### config.mk
export PLATFORM = sky130hd
export DESIGN_NAME = video_bus_arbiter
export DESIGN_NICKNAME = d
export VERILOG_FILES = /design/src/rtl/video_bus_arbiter.sv
export SDC_FILE = /design/constraint.sdc
export NUM_CORES = 1
export LEC_CHECK = 0
export BUFFER_PORTS_ARGS = -buffer_cell sky130_fd_sc_hd__buf_2
export CORE_MARGIN = 2
export CORE_UTILIZATION = 50
export CTS_CLUSTER_DIAMETER = 200
export CTS_CLUSTER_SIZE = 10
export DETAILED_ROUTE_END_ITERATION = 10
export MAX_ROUTING_LAYER = met4
export PLACE_DENSITY = 0.68
export SYNTH_ARGS = -nofsm -noshare
export SYNTH_HDL_FRONTEND = slang
export SYNTH_SLANG_ARGS = --single-unit
### constraint.sdc
create_clock -name clk -period 4.9 [get_ports clk]
set_input_delay 0.735 -clock clk [delete_from_list [all_inputs] [get_ports clk]]
set_output_delay 0.735 -clock clk [all_outputs]
set_load 0.02 [all_outputs]
### src/rtl/video_bus_arbiter.sv
module video_bus_arbiter #(
  parameter int LINE_CYCLES  = 63,
  parameter int MATRIX_START = 14,
  parameter int MATRIX_LEN   = 40,
  parameter int SPRITES      = 8,
  parameter int SPRITE_START = 57,
  parameter int SPRITE_SLOTS = 2,
  parameter int WARN         = 3,
  parameter int CW           = $clog2(LINE_CYCLES + 1)
) (
  input  logic               clk,
  input  logic               rst_n,
  input  logic               badline,
  input  logic [SPRITES-1:0] sprite_en,
  input  logic               cpu_wr,
  output logic [CW-1:0]      cycle,
  output logic               ba,
  output logic               aec,
  output logic               cpu_stall,
  output logic               line_done,
  output logic [CW-1:0]      line_stalls
);

  localparam logic [CW-1:0] LAST = CW'(LINE_CYCLES - 1);

  function automatic logic fetch_at(input int c, input logic bl, input logic [SPRITES-1:0] en);
    logic hit;
    hit = bl && (c >= MATRIX_START) && (c < MATRIX_START + MATRIX_LEN);
    for (int s = 0; s < SPRITES; s++)
      for (int k = 0; k < SPRITE_SLOTS; k++)
        if (en[s] && c == (SPRITE_START + s * SPRITE_SLOTS + k) % LINE_CYCLES)
          hit = 1'b1;
    return hit;
  endfunction

  logic steal, warn, halted;
  logic [CW-1:0] acc;

  always_comb begin
    steal = fetch_at(int'(cycle), badline, sprite_en);
    warn  = 1'b0;
    for (int k = 0; k <= WARN; k++)
      warn = warn | fetch_at((int'(cycle) + k) % LINE_CYCLES, badline, sprite_en);
  end

  assign ba        = !warn;
  assign aec       = !steal;
  assign cpu_stall = steal || (!ba && (halted || !cpu_wr));

  always_ff @(posedge clk) begin
    if (!rst_n) begin
      cycle       <= '0;
      halted      <= 1'b0;
      acc         <= '0;
      line_done   <= 1'b0;
      line_stalls <= '0;
    end else begin
      halted <= cpu_stall;
      if (cycle == LAST) begin
        cycle       <= '0;
        acc         <= '0;
        line_stalls <= acc + CW'(cpu_stall);
        line_done   <= 1'b1;
      end else begin
        cycle     <= cycle + 1'b1;
        acc       <= acc + CW'(cpu_stall);
        line_done <= 1'b0;
      end
    end
  end

endmodule


==> flow_metrics.py, run 1 <==
metrics = {
    "worst_hold_path": {
        "min_path_type": "reg2reg",
        "hp-start": "line_stalls[1]",
    },
    "final_layout": {
        "area_growth_syn_to_layout_pct": 10.6,
        "drive_gt1_frac": 0.212,
        "mostFrequentLayoutCells": "nand2_1 (33), nor2_1 (32), buf_2 (27)",
        "fin_nets": 470,
        "diodes": 0,
        "final_common_cell": "nand2_1",
    },
    "floorplan": {
        "dieHeight_um": 82.7,
        "core_mm2": 0.00596,
        "fp.dieW_um": 82.7,
        "fp-row-count": 28,
        "ios": 28,
        "start_util": 0.519,
        "die_area_mm2": 0.00683,
    },
    "power_and_ir_drop": {
        "power.total_uw": 589,
        "p_per_area_mw_per_mm2": 172,
        "power.leakage_nw": 1.42,
        "irDropWorstVdd_mv": 0.241,
    },
    "status": {
        "status": "finished clean",
    },
    "route": {
        "wl_per_cell_um": 20.2,
        "drt_iter0_markers": 289,
        "num_vias": 3451,
        "drc": 0,
        "viasPerCell": 6.71,
        "ant_nets": 0,
        "first_pass_iters": 5,
        "routed_wl_um": 10400,
    },
    "yosys": {
        "netlist_area_mm2": 0.00309,
        "syn_nets": 443,
        "ys_types": 85,
        "async_flop_share": 0,
        "ys.flop_type": "dfxtp_1",
        "synth_edf_count": 0,
        "netlist_instances": 413,
        "ys_seq_area_frac": 0.129,
        "synth_area_per_cell_um2": 7.49,
        "synth_seq_cells": 20,
        "synth_area_leaders": "dfxtp_1 (13%), ha_1 (7.3%), nand2_1 (4.1%)",
        "synth_top_cell_by_area": "dfxtp_1",
        "synth_top_area_frac": 0.129,
        "yosys_warnings": 0,
    },
    "global_routing": {
        "antenna_found_initial": 0,
        "grt_first_pass_wirelength_um": 16500,
        "grt-busiest-layer": "met2",
        "grt_usage": 0.325,
        "met2_usage": 0.503,
        "overflow": 0,
        "use_met3": 0.0446,
        "grt_pass1_vias": 3104,
        "grt_start_max_net_pins": 22,
        "grt_use_met1": 0.441,
    },
    "clock_tree": {
        "cts_root_buffer": "clkbuf_8",
        "htree_levels": 1,
        "ctsHoldBuffers": 0,
        "clk_path_buf_depth": 2,
        "clkSinkCount": 20,
        "clk_latency_ns": 0.25,
        "cts_tree": "built",
        "cts_buffers": 3,
        "path_clk_slew_ns": 0.07,
    },
    "sta": {
        "tightest_slew_ns": 0.604,
        "post-route-worst-setup-slack_ns": 0.220,
        "setup_viol": 0,
        "finClkSkew_ns": 0.00187,
        "hold_ws_ns": 0.464,
        "hold_viol": 0,
        "finalCriticalPeriod_ns": 4.68,
        "relSlewSlack": 0.594,
        "grt_setup_unrepaired": "no",
        "drv_slew": 0,
        "post-route-period-util": 0.955,
        "fmax_mhz": 214,
        "tns_ns": 0,
    },
    "placed_design": {
        "post-place-ws_ns": 0.263,
        "gp_congestion": 1.04,
        "hpwl_um": 7710,
        "numPortBuffers": 27,
    },
    "worst_setup_path": {
        "rr_startpoint": "cycle[0]",
        "cp.arrival_ns": 3.95,
        "crit_fanout": 11,
        "crit_path_start": "cycle[0]",
        "cp.required_ns": 4.16,
        "crit_path_start_kind": "register",
        "crit_path_end_kind": "output port",
        "critPathKind": "reg2out",
    },
    "flow_run": {
        "cap_viol_max_count": 0,
    },
}
-- per-layer routing --
| metal | wire length, um | vias up |
|---|---|---|
| li1 | - | 1627 |
| met5 | 0 | - |
| met2 | 4670 | 209 |
| met3 | 1050 | 34 |
| met1 | 4340 | 1581 |
| met4 | 304 | 0 |
-- worst max-delay path, stage by stage, from the launching register on --
cell and delay [ns]:
dfxtp_2 0.45, inv_1 0.14, ha_1 0.39, inv_1 0.09
ha_2 0.31, nand2_2 0.15, nor4_4 0.45, o21ai_2 0.13
a221o_1 0.33, a32oi_1 0.28, o2111ai_1 0.28, o32ai_2 0.36
nand2_1 0.12, buf_2 0.19
-- area by class of cell --
| cell class | count | area, um2 |
|---|---|---|
| clock buffer | 4 | 55.1 |
| fill | 575 | 2530 |
| inverter | 23 | 90.1 |
| multi-input combinational | 342 | 2470 |
| sequential | 20 | 403 |
| tap | 75 | 93.8 |
| timing repair buffer | 50 | 308 |
-- cell usage after synthesis (4+ instances only) --
master    instances
a211o_1           5
a211oi_1          5
a21boi_0          7
a21oi_1          14
a22oi_1           5
a311oi_1          4
a31oi_1           5
and2_1            6
and3_1           14
buf_2             7
buf_4             6
clkbuf_1         11
dfxtp_1          20
ha_1             18
inv_1            19
mux2_2            4
mux2i_1          10
nand2_1          34
nand3_1          17
nand4_1           8
nor2_1           32
nor2b_1           7
nor3_1           15
o211a_1           4
o211ai_1          5
o21a_1            4
o21ai_0          15
o22ai_1           7
or3_1             5
xnor2_1           8
xor2_1            5
-- power breakdown --
part           internal, mW  total, mW  switching (mW)
clock                0.0714      0.122          0.0510
sequential            0.172      0.179         0.00767
combinational         0.109      0.287           0.178
-- state kept, by name, summed over array words and instances, names as in the netlist --
register / flops
acc: 6
line_done: 1
cycle: 6
line_stalls: 6
halted: 1
-- metrics by stage --
stage / area (um2) / util / instances
after floorplan: 3100 / - / 413
after global placement: 3320 / 0.558 / 506
after detailed placement: 3320 / 0.558 / 506
after CTS: 3380 / 0.567 / 510
after global routing: 3420 / 0.575 / 514
final: 3420 / 0.575 / 514
-- cells by family (layout without fill, tap and decap cells) --
logic type | count (synthesis) | in the layout | synth area share
simple gates | 163 | 163 | 0.281
compound gates | 131 | 131 | 0.339
buf+inv | 51 | 77 | 0.0744
flops | 20 | 20 | 0.129
fa+ha+maj | 18 | 18 | 0.0728
xor+xnor | 16 | 16 | 0.0562
mux | 14 | 14 | 0.0469
-- what timing repair did --
item	in CTS	in global routing
setup buffers	0	4
setup endpoints to repair	0	6
hold endpoints to repair	0	0
resized for setup	0	5
-- final timing paths --
kind,endpoint,slack [ns],cells after the start
setup / recovery,cpu_stall,0.22,13
hold / removal,line_stalls[1],0.46,2
setup reg to reg,line_stalls[4],0.33,18
hold reg to reg,line_stalls[1],0.46,2
Note: power is estimated with default switching activity, not from simulation.
==> run 2, diff against run 1 <==
--- a/config.mk
+++ b/config.mk
@@ -12,7 +12,7 @@
 export CTS_CLUSTER_SIZE = 10
 export DETAILED_ROUTE_END_ITERATION = 10
 export MAX_ROUTING_LAYER = met4
-export PLACE_DENSITY = 0.68
+export PLACE_DENSITY_LB_ADDON = 0.05
 export SYNTH_ARGS = -nofsm -noshare
 export SYNTH_HDL_FRONTEND = slang
 export SYNTH_SLANG_ARGS = --single-unit
==> run 2 against run 1 <==
Against the previous run: final area grew 0.11%; critical endpoint unchanged; combinational power fell by 3%; non-clock buffer count fell by 5; worst hold slack gained 0.0045 ns; largest cell class unchanged; routed wire length decreased by 3.6%; critical path depth stayed put; maximum frequency rose by 1.3%; via count shrank 0.72%; clock power up 34%; first-iteration DRC count decreased by 12%; largest power group unchanged; critical path type unchanged; highest routed layer unchanged; setup slack improved by 0.061 ns.
==> flow_metrics.py, run 2 (synthesized netlist as in run 1, its figures left out) <==
metrics = {
    "global_routing": {
        "grt-busiest-layer": "met2",
        "grt_use_met1": 0.397,
        "grt_usage": 0.306,
        "met2_usage": 0.473,
        "grt_start_max_net_pins": 21,
        "overflow": 0,
        "use_met3": 0.0380,
        "antenna_found_initial": 0,
        "grt_pass1_vias": 3123,
        "grt_first_pass_wirelength_um": 15600,
    },
    "floorplan": {
        "start_util": 0.519,
        "fp-row-count": 28,
        "core_mm2": 0.00596,
        "dieHeight_um": 82.7,
        "ios": 28,
        "die_area_mm2": 0.00683,
        "fp.dieW_um": 82.7,
    },
    "final_layout": {
        "fill_cells": 580,
        "fin_nets": 465,
        "design_area_mm2": 0.00343,
        "area_growth_syn_to_layout_pct": 10.8,
        "diodes": 0,
        "final_core_util": 0.575,
        "top_regs": "acc (6), cycle (6), line_stalls (6)",
        "drive_gt1_frac": 0.207,
        "mostFrequentLayoutCells": "nand2_1 (34), nor2_1 (32), buf_2 (27)",
        "final_common_cell": "nand2_1",
    },
    "power_and_ir_drop": {
        "p_sw_frac": 0.379,
        "p_per_area_mw_per_mm2": 181,
        "seq_power_share": 0.288,
        "power.leakage_nw": 1.40,
        "clockPowerShare": 0.263,
        "power.total_uw": 620,
        "p_comb_frac": 0.449,
        "irDropWorstVdd_mv": 0.248,
        "internal_power_uw": 385,
        "switching_power_uw": 235,
    },
    "worst_hold_path": {
        "hold_end": "line_stalls[0]",
        "holdPathStages": 2,
        "hp-start": "line_stalls[0]",
        "min_path_type": "reg2reg",
    },
    "worst_setup_path": {
        "rr_startpoint": "cycle[1]",
        "crit_fanout": 11,
        "cp.arrival_ns": 3.88,
        "r2r_slack_ns": 0.39,
        "crit_path_end_kind": "output port",
        "critPathKind": "reg2out",
        "rr_worst_depth": 18,
        "cp.required_ns": 4.16,
        "rr_endpoint": "line_stalls[4]",
        "crit_path_start_kind": "register",
    },
    "sta": {
        "post-route-period-util": 0.943,
        "finClkSkew_ns": 0.00317,
        "drv_slew": 0,
        "hold_viol": 0,
        "setup_viol": 0,
        "fmax_mhz": 216,
        "relSlewSlack": 0.574,
        "finalCriticalPeriod_ns": 4.62,
        "tightest_slew_ns": 0.635,
    },
    "clock_tree": {
        "clkSinkCount": 20,
        "cts_buffers": 3,
        "cts_tree": "built",
        "ctsHoldBuffers": 0,
        "clk_latency_ns": 0.26,
        "clk_path_buf_depth": 2,
        "path_clk_slew_ns": 0.07,
        "cts_root_buffer": "clkbuf_8",
        "htree_levels": 1,
    },
    "route": {
        "routed_wl_um": 9990,
        "wl_per_cell_um": 19.6,
        "drt_iter0_markers": 253,
        "ant_nets": 0,
        "num_vias": 3426,
        "drc": 0,
        "first_pass_iters": 7,
        "viasPerCell": 6.73,
    },
    "placed_design": {
        "numPortBuffers": 27,
        "gp_congestion": 0.930,
        "place_area_mm2": 0.00331,
        "hpwl_um": 7350,
    },
    "status": {
        "status": "finished clean",
    },
    "flow_run": {
        "cap_viol_max_count": 0,
    },
}
==> run 2: critical path, cell delays in order (launching register included) <==
cell	delay, ns
dfxtp_1	0.42
inv_1	0.23
ha_1	0.37
inv_1	0.07
ha_1	0.34
nand2_1	0.23
nor4_4	0.41
o21ai_2	0.14
a221o_1	0.32
a32oi_1	0.22
o2111ai_1	0.24
o32ai_2	0.33
nand2_1	0.11
buf_2	0.20
==> run 2: worst max-delay path by stage <==
| stage | start | endpoint | slack (ns) | cells after the start |
|---|---|---|---|---|
| floorplan | cycle[0] | line_stalls[4] | 0.08 | 22 |
| global placement | cycle[1] | line_stalls[4] | 0.40 | 19 |
| detailed placement | cycle[1] | line_stalls[4] | 0.37 | 19 |
| CTS | cycle[1] | cpu_stall | 0.23 | 14 |
| global route | cycle[1] | cpu_stall | -0.04 | 15 |
| finish | cycle[1] | cpu_stall | 0.28 | 13 |
==> run 2: layout make-up <==
cell class                 count  area (um2)  area share
clock inverter                 1        30.0     0.00877
timing repair buffer          45         270      0.0789
inverter                      23        86.3      0.0252
multi-input combinational    342        2500       0.730
sequential                    20         402       0.117
clock buffer                   3        41.3      0.0121
tap                           75        93.8      0.0274
==> run 2: power groups by stage <==
stage	clock (mW)	combinational, mW	sequential, mW
after floorplan	0	0.193	0.185
after global placement	0	0.264	0.182
after detailed placement	0	0.266	0.183
after CTS	0.164	0.267	0.179
after global routing	0.174	0.300	0.180
final	0.163	0.278	0.179
==> run 2: routing by layer <==
metal,wire length [um],vias to the layer above
met5,0,-
met1,4310,1590
li1,-,1615
met2,4550,185
met4,386,0
met3,745,36
==> run 2: per-stage QoR <==
step           TNS (ns)  worst slack, ns  instances  hold slack (ns)
5_1_grt         -0.0422          -0.0422        509            0.507
2_1_floorplan         0           0.0795        413            0.473
3_3_place_gp          0            0.402        504            0.452
6_report              0            0.281        509            0.469
3_5_place_dp          0            0.372        504            0.460
4_1_cts               0            0.232        508            0.471
==> run 2: repair_timing <==
| item | in CTS | in global routing |
|---|---|---|
| endpoints found under the setup margin | 0 | 6 |
| setup buffers | 0 | 1 |
| gates resized for setup | 0 | 9 |
==> run 3, diff against run 2 <==
--- a/config.mk
+++ b/config.mk
@@ -9,10 +9,10 @@
 export CORE_MARGIN = 2
 export CORE_UTILIZATION = 50
 export CTS_CLUSTER_DIAMETER = 200
-export CTS_CLUSTER_SIZE = 10
+export CTS_CLUSTER_SIZE = 12
 export DETAILED_ROUTE_END_ITERATION = 10
 export MAX_ROUTING_LAYER = met4
-export PLACE_DENSITY_LB_ADDON = 0.05
+export PLACE_DENSITY = 0.7
 export SYNTH_ARGS = -nofsm -noshare
 export SYNTH_HDL_FRONTEND = slang
 export SYNTH_SLANG_ARGS = --single-unit
==> run 3 against run 2 <==
Against the previous run: setup slack worse by 0.019 ns; die area unchanged; register-to-register slack worse by 0.04 ns; first-iteration DRC count up 9.1%; sequential share of layout area up 0.15 points; total power down 7.0%; clock power down 25%; cell count up 0.20%; final area down 1.3%; clock skew down 0.0023 ns; critical path type unchanged; largest cell class unchanged.
==> flow_metrics.py, run 3 (synthesized netlist as in run 1, its figures left out) <==
metrics = {
    "sta": {
        "hold_viol": 0,
        "grt_setup_unrepaired": "no",
        "finalCriticalPeriod_ns": 4.64,
        "relSlewSlack": 0.565,
        "setup_viol": 0,
        "fmax_mhz": 216,
        "post-route-period-util": 0.947,
        "drv_slew": 0,
        "tightest_slew_ns": 0.647,
        "finClkSkew_ns": 0.000922,
        "tns_ns": 0,
    },
    "worst_setup_path": {
        "critPathKind": "reg2out",
        "crit_path_start": "cycle[1]",
        "crit_path_max_incr_delay_ns": 0.51,
        "cp.required_ns": 4.16,
        "cp.arrival_ns": 3.90,
        "path_common_cell": "ha_1",
        "path_delay_family": "compound AO/OA/AOI/OAI gates",
        "cp_cell_sequence": "buf_4 -> ha_1 -> and3_1 -> ha_1 -> nand3b_1 -> a211o_1 -> a221oi_2 -> mux2i_1 -> nor2_1 -> a211oi_1 -> o2111ai_2 -> o32ai_2 -> nand2_1 -> buf_2",
        "crit_path_start_kind": "register",
        "crit_path_top_delay_cell": "a221oi_2",
        "crit_path_end_kind": "output port",
        "crit_fanout": 10,
        "rr_startpoint": "cycle[1]",
        "crit_buf_inv": 2,
    },
    "clock_tree": {
        "htree_levels": 1,
        "clkSinkCount": 20,
        "clk_latency_ns": 0.25,
        "postCtsSetupBuffers": 0,
        "cts_root_buffer": "clkbuf_8",
        "path_clk_slew_ns": 0.07,
        "cts_tree": "built",
        "cts_buffers": 3,
        "clk_path_buf_depth": 2,
    },
    "power_and_ir_drop": {
        "switching_power_uw": 228,
        "p_comb_frac": 0.480,
        "seq_power_share": 0.309,
        "irDropWorstVdd_mv": 0.232,
        "power.leakage_nw": 1.40,
        "clockPowerShare": 0.211,
        "internal_power_uw": 349,
        "p_per_area_mw_per_mm2": 171,
        "p_sw_frac": 0.396,
    },
    "route": {
        "first_pass_iters": 7,
        "drt_iter0_markers": 276,
        "num_vias": 3459,
        "met3_length_um": 800,
        "wl_met2_um": 4330,
        "drc": 0,
        "viasPerCell": 6.78,
        "ant_nets": 0,
        "routed_wl_um": 9580,
        "wl_per_cell_um": 18.8,
        "wl_met1_um": 4230,
        "top_layer_used": "met4",
    },
    "final_layout": {
        "seq_area_um2": 402,
        "area_growth_syn_to_layout_pct": 9.34,
        "drive_gt1_frac": 0.195,
        "fin_nets": 466,
        "multi_input_area_mm2": 0.00247,
        "mostFrequentLayoutCells": "nand2_1 (34), nor2_1 (32), buf_2 (27)",
        "final_common_cell": "nand2_1",
        "fill_cells": 581,
        "design_area_mm2": 0.00338,
        "diodes": 0,
        "top_regs": "acc (6), cycle (6), line_stalls (6)",
    },
    "floorplan": {
        "ios": 28,
        "dieHeight_um": 82.7,
        "start_util": 0.519,
        "fp.dieW_um": 82.7,
        "core_mm2": 0.00596,
        "die_area_mm2": 0.00683,
        "fp-row-count": 28,
    },
    "global_routing": {
        "grt_pass1_vias": 3141,
        "grt_first_pass_wirelength_um": 15200,
        "antenna_found_initial": 0,
        "overflow": 0,
        "grt_start_max_net_pins": 22,
        "grt_usage": 0.291,
    },
    "worst_hold_path": {
        "hp-start": "line_stalls[1]",
        "min_path_type": "reg2reg",
    },
    "placed_design": {
        "numPortBuffers": 27,
        "gp_congestion": 0.977,
        "place_area_mm2": 0.00332,
        "hpwl_um": 7190,
    },
    "flow_run": {
        "cap_viol_max_count": 0,
    },
    "status": {
        "status": "finished clean",
    },
}
[run 3: what timing repair did]
| item | 4_1_cts | 5_1_grt |
|---|---|---|
| resized for setup | 0 | 1 |
| endpoints found under the setup margin | 0 | 1 |
| hold buffers | 0 | 0 |
[run 3: tightest hold or removal path, stage by stage, from the launching register on]
cell and delay [ns]:
dfxtp_1 0.31, nand2_1 0.05, a21boi_0 0.07
[run 3: worst paths after layout]
path | depth (start not counted) | endpoint | slack (ns)
worst max-delay path | 14 | cpu_stall | 0.26
worst min-delay path | 2 | line_stalls[1] | 0.47
worst min register to register | 2 | line_stalls[1] | 0.47
worst max register to register | 19 | line_stalls[4] | 0.35
[run 3: power groups by stage]
| stage | sequential [mW] | clock [mW] | combinational (mW) |
|---|---|---|---|
| floorplan | 0.185 | 0 | 0.193 |
| global placement | 0.181 | 0 | 0.267 |
| detailed placement | 0.182 | 0 | 0.269 |
| CTS | 0.178 | 0.123 | 0.270 |
| global route | 0.179 | 0.133 | 0.297 |
| finish | 0.178 | 0.122 | 0.277 |
[run 3: cell type report]
type                    instances  share of cell area
clock buffers                   4              0.0163
inverters                      23              0.0255
multi-input cells             342               0.730
flip-flops and latches         20               0.119
well taps                      75              0.0277
repair buffers                 46              0.0821
[run 3: routing by layer]
layer / vias up / track usage
met5: - / -
met3: 33 / 0.0207
met4: 0 / 0.0934
li1: 1619 / -
met2: 200 / 0.457
met1: 1607 / 0.397
[run 3: through the flow]
step	hold slack, ns	power (mW)	utilization	cells	setup slack, ns
finish	0.474	0.577	0.568	510	0.262
global route	0.494	0.609	0.568	510	0.0192
CTS	0.474	0.572	0.567	510	0.283
detailed placement	0.463	0.451	0.558	506	0.409
global placement	0.449	0.448	0.558	506	0.473
floorplan	0.473	0.378	-	413	0.0795
